--- src/rtl/mdio_xreg_pkg.sv ---
package mdio_xreg_pkg;

  typedef enum logic [1:0] {
    ST_IDLE  = 2'd0,
    ST_ISSUE = 2'd1,
    ST_WAIT  = 2'd2
  } xreg_state_e;

  // Highest register number reachable by a direct management frame
  localparam int unsigned DIRECT_LIMIT      = 31;
  // Indirect window registers
  localparam int unsigned WIN_CTRL_REG      = 13;
  localparam int unsigned WIN_DATA_REG      = 14;
  // Control words: address mode and data mode (no post increment)
  localparam logic [15:0] WIN_ADDR_MODE     = 16'h001F;
  localparam logic [15:0] WIN_DATA_MODE     = 16'h401F;
  localparam int unsigned INDIRECT_STEPS    = 4;
  localparam int unsigned STEP_W            = $clog2(INDIRECT_STEPS);

endpackage

--- src/rtl/mdio_xreg_steps.sv ---
module mdio_xreg_steps
  import mdio_xreg_pkg::*;
#(
  parameter int unsigned REG_W    = 16,
  parameter int unsigned DATA_W   = 16,
  parameter int unsigned MI_REG_W = 5
) (
  input  logic                direct,
  input  logic [STEP_W-1:0]   step,
  input  logic [REG_W-1:0]    tgt_reg,
  input  logic                tgt_wr,
  input  logic [DATA_W-1:0]   tgt_wdata,
  output logic [MI_REG_W-1:0] mi_reg,
  output logic                mi_wr,
  output logic [DATA_W-1:0]   mi_wdata
);

  // Register address of a step of the indirect sequence
  function automatic logic [MI_REG_W-1:0] win_reg(input logic [STEP_W-1:0] s);
    return s[0] ? MI_REG_W'(WIN_DATA_REG) : MI_REG_W'(WIN_CTRL_REG);
  endfunction

  // Data word of a step of the indirect sequence
  function automatic logic [DATA_W-1:0] win_data(input logic [STEP_W-1:0] s,
                                                 input logic [REG_W-1:0]  r,
                                                 input logic [DATA_W-1:0] d);
    case (s)
      2'd0:    return DATA_W'(WIN_ADDR_MODE);
      2'd1:    return DATA_W'(r);
      2'd2:    return DATA_W'(WIN_DATA_MODE);
      default: return d;
    endcase
  endfunction

  logic final_step;
  assign final_step = (step == STEP_W'(INDIRECT_STEPS - 1));

  always_comb begin
    if (direct) begin
      mi_reg   = tgt_reg[MI_REG_W-1:0];
      mi_wr    = tgt_wr;
      mi_wdata = tgt_wdata;
    end else begin
      mi_reg   = win_reg(step);
      mi_wr    = final_step ? tgt_wr : 1'b1;
      mi_wdata = win_data(step, tgt_reg, tgt_wdata);
    end
  end

endmodule

--- src/rtl/mdio_xreg_ctrl.sv ---
module mdio_xreg_ctrl
  import mdio_xreg_pkg::*;
#(
  parameter int unsigned PHY_W  = 5,
  parameter int unsigned REG_W  = 16,
  parameter int unsigned DATA_W = 16
) (
  input  logic              clk,
  input  logic              rst_n,
  input  logic              req_valid,
  output logic              req_ready,
  input  logic [PHY_W-1:0]  req_phy,
  input  logic [REG_W-1:0]  req_reg,
  input  logic              req_wr,
  input  logic [DATA_W-1:0] req_wdata,
  input  logic              mi_done,
  input  logic [DATA_W-1:0] mi_rdata,
  output logic              mi_start,
  output logic [STEP_W-1:0] step,
  output logic              direct,
  output logic [PHY_W-1:0]  tgt_phy,
  output logic [REG_W-1:0]  tgt_reg,
  output logic              tgt_wr,
  output logic [DATA_W-1:0] tgt_wdata,
  output logic              ack,
  output logic [DATA_W-1:0] ack_rdata
);

  function automatic logic fits_direct(input logic [REG_W-1:0] r);
    return r <= REG_W'(DIRECT_LIMIT);
  endfunction

  xreg_state_e state;
  logic        accept;
  logic        step_done;
  logic        last_step;

  assign req_ready = (state == ST_IDLE);
  assign accept    = req_ready && req_valid;
  assign mi_start  = (state == ST_ISSUE);
  assign step_done = (state == ST_WAIT) && mi_done;
  assign last_step = direct || (step == STEP_W'(INDIRECT_STEPS - 1));

  always_ff @(posedge clk) begin
    if (!rst_n) begin
      state     <= ST_IDLE;
      step      <= '0;
      direct    <= 1'b1;
      tgt_phy   <= '0;
      tgt_reg   <= '0;
      tgt_wr    <= 1'b0;
      tgt_wdata <= '0;
      ack       <= 1'b0;
      ack_rdata <= '0;
    end else begin
      ack <= 1'b0;
      case (state)
        ST_IDLE: if (accept) begin
          tgt_phy   <= req_phy;
          tgt_reg   <= req_reg;
          tgt_wr    <= req_wr;
          tgt_wdata <= req_wdata;
          direct    <= fits_direct(req_reg);
          step      <= '0;
          state     <= ST_ISSUE;
        end
        ST_ISSUE: state <= ST_WAIT;
        ST_WAIT: if (step_done) begin
          if (last_step) begin
            ack       <= 1'b1;
            ack_rdata <= tgt_wr ? '0 : mi_rdata;
            step      <= '0;
            state     <= ST_IDLE;
          end else begin
            step  <= step + 1'b1;
            state <= ST_ISSUE;
          end
        end
        default: state <= ST_IDLE;
      endcase
    end
  end

  p_start_pulse_r7: assert property (@(posedge clk) disable iff (!rst_n)
    mi_start |=> !mi_start);

  p_start_cause_r7: assert property (@(posedge clk) disable iff (!rst_n)
    mi_start |-> ($past(mi_done) || $past(req_valid && req_ready)));

  p_ack_after_done_r9: assert property (@(posedge clk) disable iff (!rst_n)
    ack |-> $past(mi_done));

  p_ack_pulse_r9: assert property (@(posedge clk) disable iff (!rst_n)
    ack |=> !ack);

  p_direct_one_step_r2: assert property (@(posedge clk) disable iff (!rst_n)
    (mi_start && direct) |-> (step == '0));

  p_busy_hold_r10: assert property (@(posedge clk) disable iff (!rst_n)
    (!req_ready && !step_done) |=> !req_ready);

endmodule

--- src/rtl/mdio_xreg_engine.sv ---
module mdio_xreg_engine
  import mdio_xreg_pkg::*;
#(
  parameter int unsigned PHY_W    = 5,
  parameter int unsigned REG_W    = 16,
  parameter int unsigned DATA_W   = 16,
  parameter int unsigned MI_REG_W = 5
) (
  input  logic                clk,
  input  logic                rst_n,
  input  logic                req_valid,
  output logic                req_ready,
  input  logic [PHY_W-1:0]    req_phy,
  input  logic [REG_W-1:0]    req_reg,
  input  logic                req_wr,
  input  logic [DATA_W-1:0]   req_wdata,
  output logic                ack,
  output logic [DATA_W-1:0]   ack_rdata,
  output logic                mi_start,
  input  logic                mi_done,
  output logic [PHY_W-1:0]    mi_phy,
  output logic [MI_REG_W-1:0] mi_reg,
  output logic                mi_wr,
  output logic [DATA_W-1:0]   mi_wdata,
  input  logic [DATA_W-1:0]   mi_rdata
);

  logic [STEP_W-1:0] step;
  logic              direct;
  logic [PHY_W-1:0]  tgt_phy;
  logic [REG_W-1:0]  tgt_reg;
  logic              tgt_wr;
  logic [DATA_W-1:0] tgt_wdata;

  mdio_xreg_ctrl #(.PHY_W(PHY_W), .REG_W(REG_W), .DATA_W(DATA_W)) u_ctrl (
    .clk       (clk),
    .rst_n     (rst_n),
    .req_valid (req_valid),
    .req_ready (req_ready),
    .req_phy   (req_phy),
    .req_reg   (req_reg),
    .req_wr    (req_wr),
    .req_wdata (req_wdata),
    .mi_done   (mi_done),
    .mi_rdata  (mi_rdata),
    .mi_start  (mi_start),
    .step      (step),
    .direct    (direct),
    .tgt_phy   (tgt_phy),
    .tgt_reg   (tgt_reg),
    .tgt_wr    (tgt_wr),
    .tgt_wdata (tgt_wdata),
    .ack       (ack),
    .ack_rdata (ack_rdata)
  );

  mdio_xreg_steps #(.REG_W(REG_W), .DATA_W(DATA_W), .MI_REG_W(MI_REG_W)) u_steps (
    .direct    (direct),
    .step      (step),
    .tgt_reg   (tgt_reg),
    .tgt_wr    (tgt_wr),
    .tgt_wdata (tgt_wdata),
    .mi_reg    (mi_reg),
    .mi_wr     (mi_wr),
    .mi_wdata  (mi_wdata)
  );

  assign mi_phy = tgt_phy;

  p_phy_hold_r8: assert property (@(posedge clk) disable iff (!rst_n)
    (!req_ready && $past(!req_ready)) |-> $stable(mi_phy));

  p_ctrl_step_write_r5: assert property (@(posedge clk) disable iff (!rst_n)
    (mi_start && (mi_reg == MI_REG_W'(WIN_CTRL_REG)) && !direct) |-> mi_wr);

endmodule

--- config.mk ---
export PLATFORM = sky130hd
export DESIGN_NAME = mdio_xreg_engine
export DESIGN_NICKNAME = d
export VERILOG_FILES = /design/src/rtl/mdio_xreg_pkg.sv /design/src/rtl/mdio_xreg_steps.sv /design/src/rtl/mdio_xreg_ctrl.sv /design/src/rtl/mdio_xreg_engine.sv
export SDC_FILE = /design/constraint.sdc
export NUM_CORES = 1
export LEC_CHECK = 0
export ABC_AREA = 0
export BUFFER_PORTS_ARGS = -buffer_cell sky130_fd_sc_hd__buf_2
export CORE_MARGIN = 8
export CORE_UTILIZATION = 45
export CTS_CLUSTER_SIZE = 14
export DETAILED_ROUTE_END_ITERATION = 7
export PLACE_DENSITY = 0.73
export SKIP_CTS_REPAIR_TIMING = 1
export SYNTH_ARGS = -nofsm -noshare
export SYNTH_HDL_FRONTEND = slang
export SYNTH_HIERARCHICAL = 1
export SYNTH_SLANG_ARGS = --single-unit
export TNS_END_PERCENT = 10
--- constraint.sdc ---
create_clock -name clk -period 1.5 [get_ports clk]
set_input_delay 0.075 -clock clk [delete_from_list [all_inputs] [get_ports clk]]
set_output_delay 0.075 -clock clk [all_outputs]
set_load 0.05 [all_outputs]
==> metrics.yaml, run 1 <==
critical_path:
  endpoint_kind: "output pin"
  criticalPathCategory: "reg -> out"
  cp.required_ns: 1.42
  cp.arrival_ns: 1.47
  worst_setup_path_start_kind: "flip-flop"
  crit_fanout: 7
final_layout:
  fillCellCount: 527
  fin_nets: 515
  final_area_mm2: 0.00399
  fin_cells: 537
  antenna_cells: 0
  area_growth_pct: 34.0
  drive_above_1_share: 0.330
placed_design:
  place_congestion: 0.834
  placed_cell_area_mm2: 0.00353
  dp_cells: 507
  hpwlAfterDp_um: 5510
  port_buffers: 103
sta:
  skew_ns: 0.00732
  max_freq_mhz: 646
  fin_crit_ns: 1.55
  tightest_slew_ns: 0.477
  maxSlewHeadroom: 0.682
  setup_viol: 10
  slew_viol_final: 0
  final.setup.tns_ns: -0.248
  hold_viol: 0
  fin_crit_sh: 1.03
  finalWorstSetupSlack_ns: -0.0480
  whs_ns: 0.000181
  grt_setup_unrepaired: "true"
drt:
  wl_per_cell_um: 15.2
  ant_nets: 0
  drt_wl_total_um: 8140
  routed_via_density: 5.14
  vias: 2762
  dr.pass1.iters: 4
  drc: 0
  drt_iter0_markers: 157
status:
  status: "complete, but fails checks"
  violations: "negative setup slack"
global_route:
  grt_first_pass_wirelength_um: 12600
  first_global_vias: 2668
  gr-total-overflow: 0
  grt_start_max_net_pins: 79
  gr-usage-all-layers: 0.157
  antenna_found_initial: 0
cts:
  cts_buffers: 9
  cts_root_buf: "clkbuf_8"
  clk_path_buf_depth: 2
  cts_tree: "yes"
  cts.clk_slew.worst_paths_ns: 0.06
  clock_sinks: 60
  clk_latency_ns: 0.32
  htree_levels: 3
synth:
  synth-seq-cells: 60
  avgSynthCellArea_um2: 8.63
  synth_edf_count: 0
  ys_seq_area_frac: 0.404
  yosys_most_used_dff: "dfxtp_1"
  async_reset_ff_frac: 0
  synth_warnings: 6
  syn_area_mm2: 0.00298
  syn_nets: 404
  synth_cell_types: 37
  netlist_instances: 345
floorplanning:
  row_count: 29
  start_util: 0.466
  io-pin-count: 104
  die_w_um: 97.3
  core_area_mm2: 0.00639
  die_h_um: 97.3
  fp.dieArea_mm2: 0.00947
power_and_ir_drop:
  internal_power_mw: 2.72
  power_density_mw_per_mm2: 993
  finalPower_mw: 3.96
  seqPwrFrac: 0.439
  swShare: 0.314
  p_leak_nw: 1.73
  combPwrFrac: 0.244
  p_sw_mw: 1.25
  vdd_drop_max_mv: 0.655
  pwr-share-clk: 0.317
run:
  cap_violations: 0
worst_hold_path:
  hold_class: "in -> reg"
==> synth_stat cells (2+ instances only) <==
cell / number / area [um^2]
and2_1: 2 / 12.5
buf_4: 3 / 22.5
nand2b_1: 8 / 50.1
nor2_1: 3 / 11.3
o311a_1: 5 / 50.1
clkbuf_1: 8 / 30.0
nand3b_1: 22 / 165
o311ai_2: 10 / 163
nor4_1: 2 / 12.5
inv_1: 11 / 41.3
a21boi_0: 29 / 218
a21boi_1: 9 / 67.6
nand3_1: 12 / 60.1
buf_6: 7 / 78.8
buf_2: 10 / 50.1
nand2_1: 106 / 398
dfxtp_1: 60 / 1200
mux2i_1: 19 / 190
==> layout by cell type (no fill, tap or decap), drive strengths merged <==
cell | synthesis | final
dfxtp | 60 | 60
ha | 1 | 1
clkbuf | 8 | 14
dlygate4sd3 | 0 | 8
clkinv | 0 | 2
nor4b | 1 | 1
mux2 | 1 | 1
nor2b | 1 | 1
o21a | 1 | 1
mux2i | 19 | 19
nand4 | 1 | 1
nand2 | 106 | 106
inv | 11 | 11
a21boi | 38 | 38
a21oi | 1 | 1
nor4 | 2 | 2
or3b | 1 | 1
nand3 | 12 | 12
nor3 | 1 | 1
o311ai | 10 | 10
o311a | 5 | 5
nor3b | 2 | 2
nand3b | 22 | 22
and3 | 1 | 1
nand2b | 9 | 10
a21o | 1 | 1
a211oi | 1 | 1
o21ai | 2 | 2
and2 | 2 | 2
buf | 21 | 119
and4bb | 1 | 1
nor2 | 3 | 3
==> layer usage <==
metal | track usage | wire length [um] | part of all wire
met1 | 0.184 | 3510 | 0.43
met5 | 0 | 0 | 0
met3 | 0.0434 | 434 | 0.053
met2 | 0.263 | 4090 | 0.50
met4 | 0.0664 | 109 | 0.013
==> per-stage QoR <==
step                      utilization  worst slack, ns
after floorplan                     -          -0.0746
after global placement          0.553            0.185
after detailed placement        0.553            0.130
after CTS                       0.580           -0.239
after global routing            0.625           -0.102
final                           0.625          -0.0480
==> worst max-delay path: stages (launching register included) <==
cell and delay (ns):
dfxtp_2 0.32, buf_6 0.12, nand2b_4 0.20, o311ai_4 0.30, buf_6 0.20
==> cell type report <==
type                       count  area (um^2)  share of cell area
tap                           77         96.3              0.0242
inverter                      11         41.3              0.0104
clock buffer                  13          159              0.0398
clock inverter                 2         10.0             0.00251
sequential                    60         1210               0.302
timing repair buffer         128          883               0.221
multi-input combinational    246         1590               0.399
==> power groups by stage <==
stage                     Sequential (mW)  Combinational (mW)  Clock, mW
final                                1.74               0.965       1.26
after global routing                 1.75                1.03       1.38
after CTS                            1.74               0.882       1.30
after detailed placement             1.77               0.880          0
after global placement               1.77               0.867          0
after floorplan                      1.82               0.593          0
==> final timing paths <==
path	cells after the start	startpoint	slack, ns	end
setup / recovery	4	u_ctrl/step[1]	-0.05	mi_wdata[8]
hold / removal	3	req_reg[2]	0.0002	u_ctrl/tgt_reg[2]
setup reg to reg	5	u_ctrl/step[0]	0.12	u_ctrl/ack_rdata[8]
hold reg to reg	2	u_ctrl/ack_rdata[14]	0.45	u_ctrl/ack_rdata[14]
==> cell families (layout without fill, tap and decap cells) <==
kind of cell | count (synthesis) | after routing | synth area share
compound gates | 59 | 59 | 0.180
flops | 60 | 60 | 0.404
buf+inv | 40 | 154 | 0.0761
mux | 20 | 20 | 0.0677
fa+ha+maj | 1 | 1 | 0.00420
simple gates | 165 | 166 | 0.269
(Power assumes the default switching activity.)
==> run 2, diff against run 1 <==
--- a/config.mk
+++ b/config.mk
@@ -11,6 +11,7 @@
 export CORE_UTILIZATION = 45
 export CTS_CLUSTER_SIZE = 14
 export DETAILED_ROUTE_END_ITERATION = 7
+export MAX_ROUTING_LAYER = met4
 export PLACE_DENSITY = 0.73
 export SKIP_CTS_REPAIR_TIMING = 1
 export SYNTH_ARGS = -nofsm -noshare
==> metrics.yaml, run 2 (same netlist as run 1, synthesis figures left out) <==
sta:
  slew_viol_final: 0  # unchanged
  finalWorstSetupSlack_ns: -0.0562  # was -0.0480 ns
  max_freq_mhz: 643  # was 646 MHz
  setup_viol: 14  # was 10
  final.setup.tns_ns: -0.274  # was -0.248 ns
  grt_setup_unrepaired: "true"  # unchanged
  tightest_slew_ns: 0.474  # was 0.477 ns
  skew_ns: 0.00784  # was 0.00732 ns
  hold_viol: 1  # was 0
  whs_ns: -0.00258  # was 0.000181 ns
  fin_crit_sh: 1.04  # was 1.03
  fin_crit_ns: 1.56  # was 1.55 ns
  maxSlewHeadroom: 0.684  # was 0.682
final_layout:
  final_area_mm2: 0.00400  # was 0.00399 mm^2
  most-common-layout-cells: "nand2_1 (106), buf_2 (87), dfxtp_1 (56)"  # unchanged
  layout_commonest_cell: "nand2_1"  # unchanged
  fin_util: 0.626  # was 0.625
  multi_input_area_mm2: 0.00159  # unchanged
  antenna_cells: 0  # unchanged
  fin_nets: 516  # was 515
  area_growth_pct: 34.3  # was 34.0%
  fillCellCount: 527  # unchanged
  fin_cells: 538  # was 537
  drive_above_1_share: 0.330  # about the same
  seq_area_mm2: 0.00121  # unchanged
drt:
  drt_iter0_markers: 152  # was 157
  wl_per_cell_um: 15.2  # about the same
  drc: 0  # unchanged
  dr.pass1.iters: 5  # was 4
  drt_wl_total_um: 8180  # was 8140 um
  ant_nets: 0  # unchanged
  routed_via_density: 5.16  # was 5.14
  vias: 2777  # was 2,762
critical_path:
  criticalPathCategory: "reg -> out"  # unchanged
  cp.required_ns: 1.42  # about the same
  max_stage_delay_ns: 0.33  # was 0.32 ns
  crit_fanout: 7  # unchanged
  cp.arrival_ns: 1.48  # was 1.47 ns
  crit_top_cell: "buf_6"  # unchanged
  endpoint_kind: "output pin"  # unchanged
  crit_family: "flip-flops"  # unchanged
  worst_setup_path_start_kind: "flip-flop"  # unchanged
  crit_buf_inv: 2  # unchanged
  crit_slowest_cell: "dfxtp_2"  # unchanged
  worstPathCellList: "buf_6 -> nand2b_4 -> o311ai_4 -> buf_6"  # unchanged
placed_design:
  dp_cells: 507  # unchanged
  place_congestion: 0.847  # was 0.834
  port_buffers: 103  # unchanged
  placed_cell_area_mm2: 0.00353  # unchanged
  hpwlAfterDp_um: 5510  # unchanged
  place_ws_ns: 0.130  # unchanged
cts:
  cts_buffers: 9  # unchanged
  clk_path_buf_depth: 2  # unchanged
  clock_sinks: 60  # unchanged
  cts_root_buf: "clkbuf_8"  # unchanged
  cts.clk_slew.worst_paths_ns: 0.07  # was 0.06 ns
  cts_tree: "yes"  # unchanged
  clk_latency_ns: 0.32  # about the same
  htree_levels: 3  # unchanged
global_route:
  grt_first_pass_wirelength_um: 12600  # about the same
  grt_start_max_net_pins: 79  # unchanged
  antenna_found_initial: 0  # unchanged
  met1_usage: 0.190  # was 0.184
  gr-total-overflow: 0  # unchanged
  gr-usage-all-layers: 0.162  # was 0.157
  use_met3: 0.0377  # was 0.0434
  busiest_layer: "met2"  # unchanged
  first_global_vias: 2665  # was 2,668
  grt_util_met2: 0.261  # was 0.263
run:
  cap_violations: 0  # unchanged
power_and_ir_drop:
  power_density_mw_per_mm2: 992  # was 993 mW/mm^2
  finalPower_mw: 3.97  # was 3.96 mW
  vdd_drop_max_mv: 0.654  # was 0.655 mV
  p_leak_nw: 1.73  # about the same
floorplanning:
  start_util: 0.466  # unchanged
  core_area_mm2: 0.00639  # unchanged
  fp.dieArea_mm2: 0.00947  # unchanged
  row_count: 29  # unchanged
  io-pin-count: 104  # unchanged
  die_w_um: 97.3  # unchanged
  die_h_um: 97.3  # unchanged
worst_hold_path:
  hold_class: "in -> reg"  # unchanged
status:
  status: "complete, but fails checks"  # unchanged
  violations: "negative hold slack, negative setup slack"  # was negative setup slack
run 2: changes by cell type in the layout (fill, tap and decap cells not counted), sizes merged:
cell / before / now
dlygate4sd3: 8 / 9
run 2: area by class of cell:
type | instances | area share
multi-input combinational | 246 | 0.398
tap | 77 | 0.0241
timing repair buffer | 129 | 0.223
inverter | 11 | 0.0103
clock buffer | 13 | 0.0397
clock inverter | 2 | 0.00250
sequential | 60 | 0.302
run 2: per-layer routing:
metal  share of wire  wire length, um  vias up
li1                -                -     1390
met1            0.44             3620     1293
met2            0.50             4050       83
met3           0.048              395       11
met4           0.013              109        0
met5               0                0        -
run 2: worst paths after layout:
| path | startpoint | to | slack, ns | cells after the start |
|---|---|---|---|---|
| worst min-delay path | req_reg[2] | u_ctrl/tgt_reg[2] | -0.003 | 3 |
| worst max register to register | u_ctrl/step[0] | u_ctrl/ack_rdata[8] | 0.12 | 5 |
| worst max-delay path | u_ctrl/step[1] | mi_wdata[8] | -0.06 | 4 |
| worst min register to register | u_ctrl/ack_rdata[14] | u_ctrl/ack_rdata[14] | 0.45 | 2 |
run 2: worst reg2reg max path, cell delays in order, from the launching register on:
cell      delay (ns)
dfxtp_2         0.35
ha_1            0.19
nor2_1          0.05
and4bb_1        0.32
buf_12          0.19
mux2i_1         0.22
run 2: where the power goes:
| group | total [mW] | switching [mW] | internal, mW |
|---|---|---|---|
| clock network | 1.26 | 0.581 | 0.677 |
| registers | 1.74 | 0.0597 | 1.68 |
| logic | 0.968 | 0.607 | 0.361 |
| total | 3.97 | 1.25 | 2.72 |
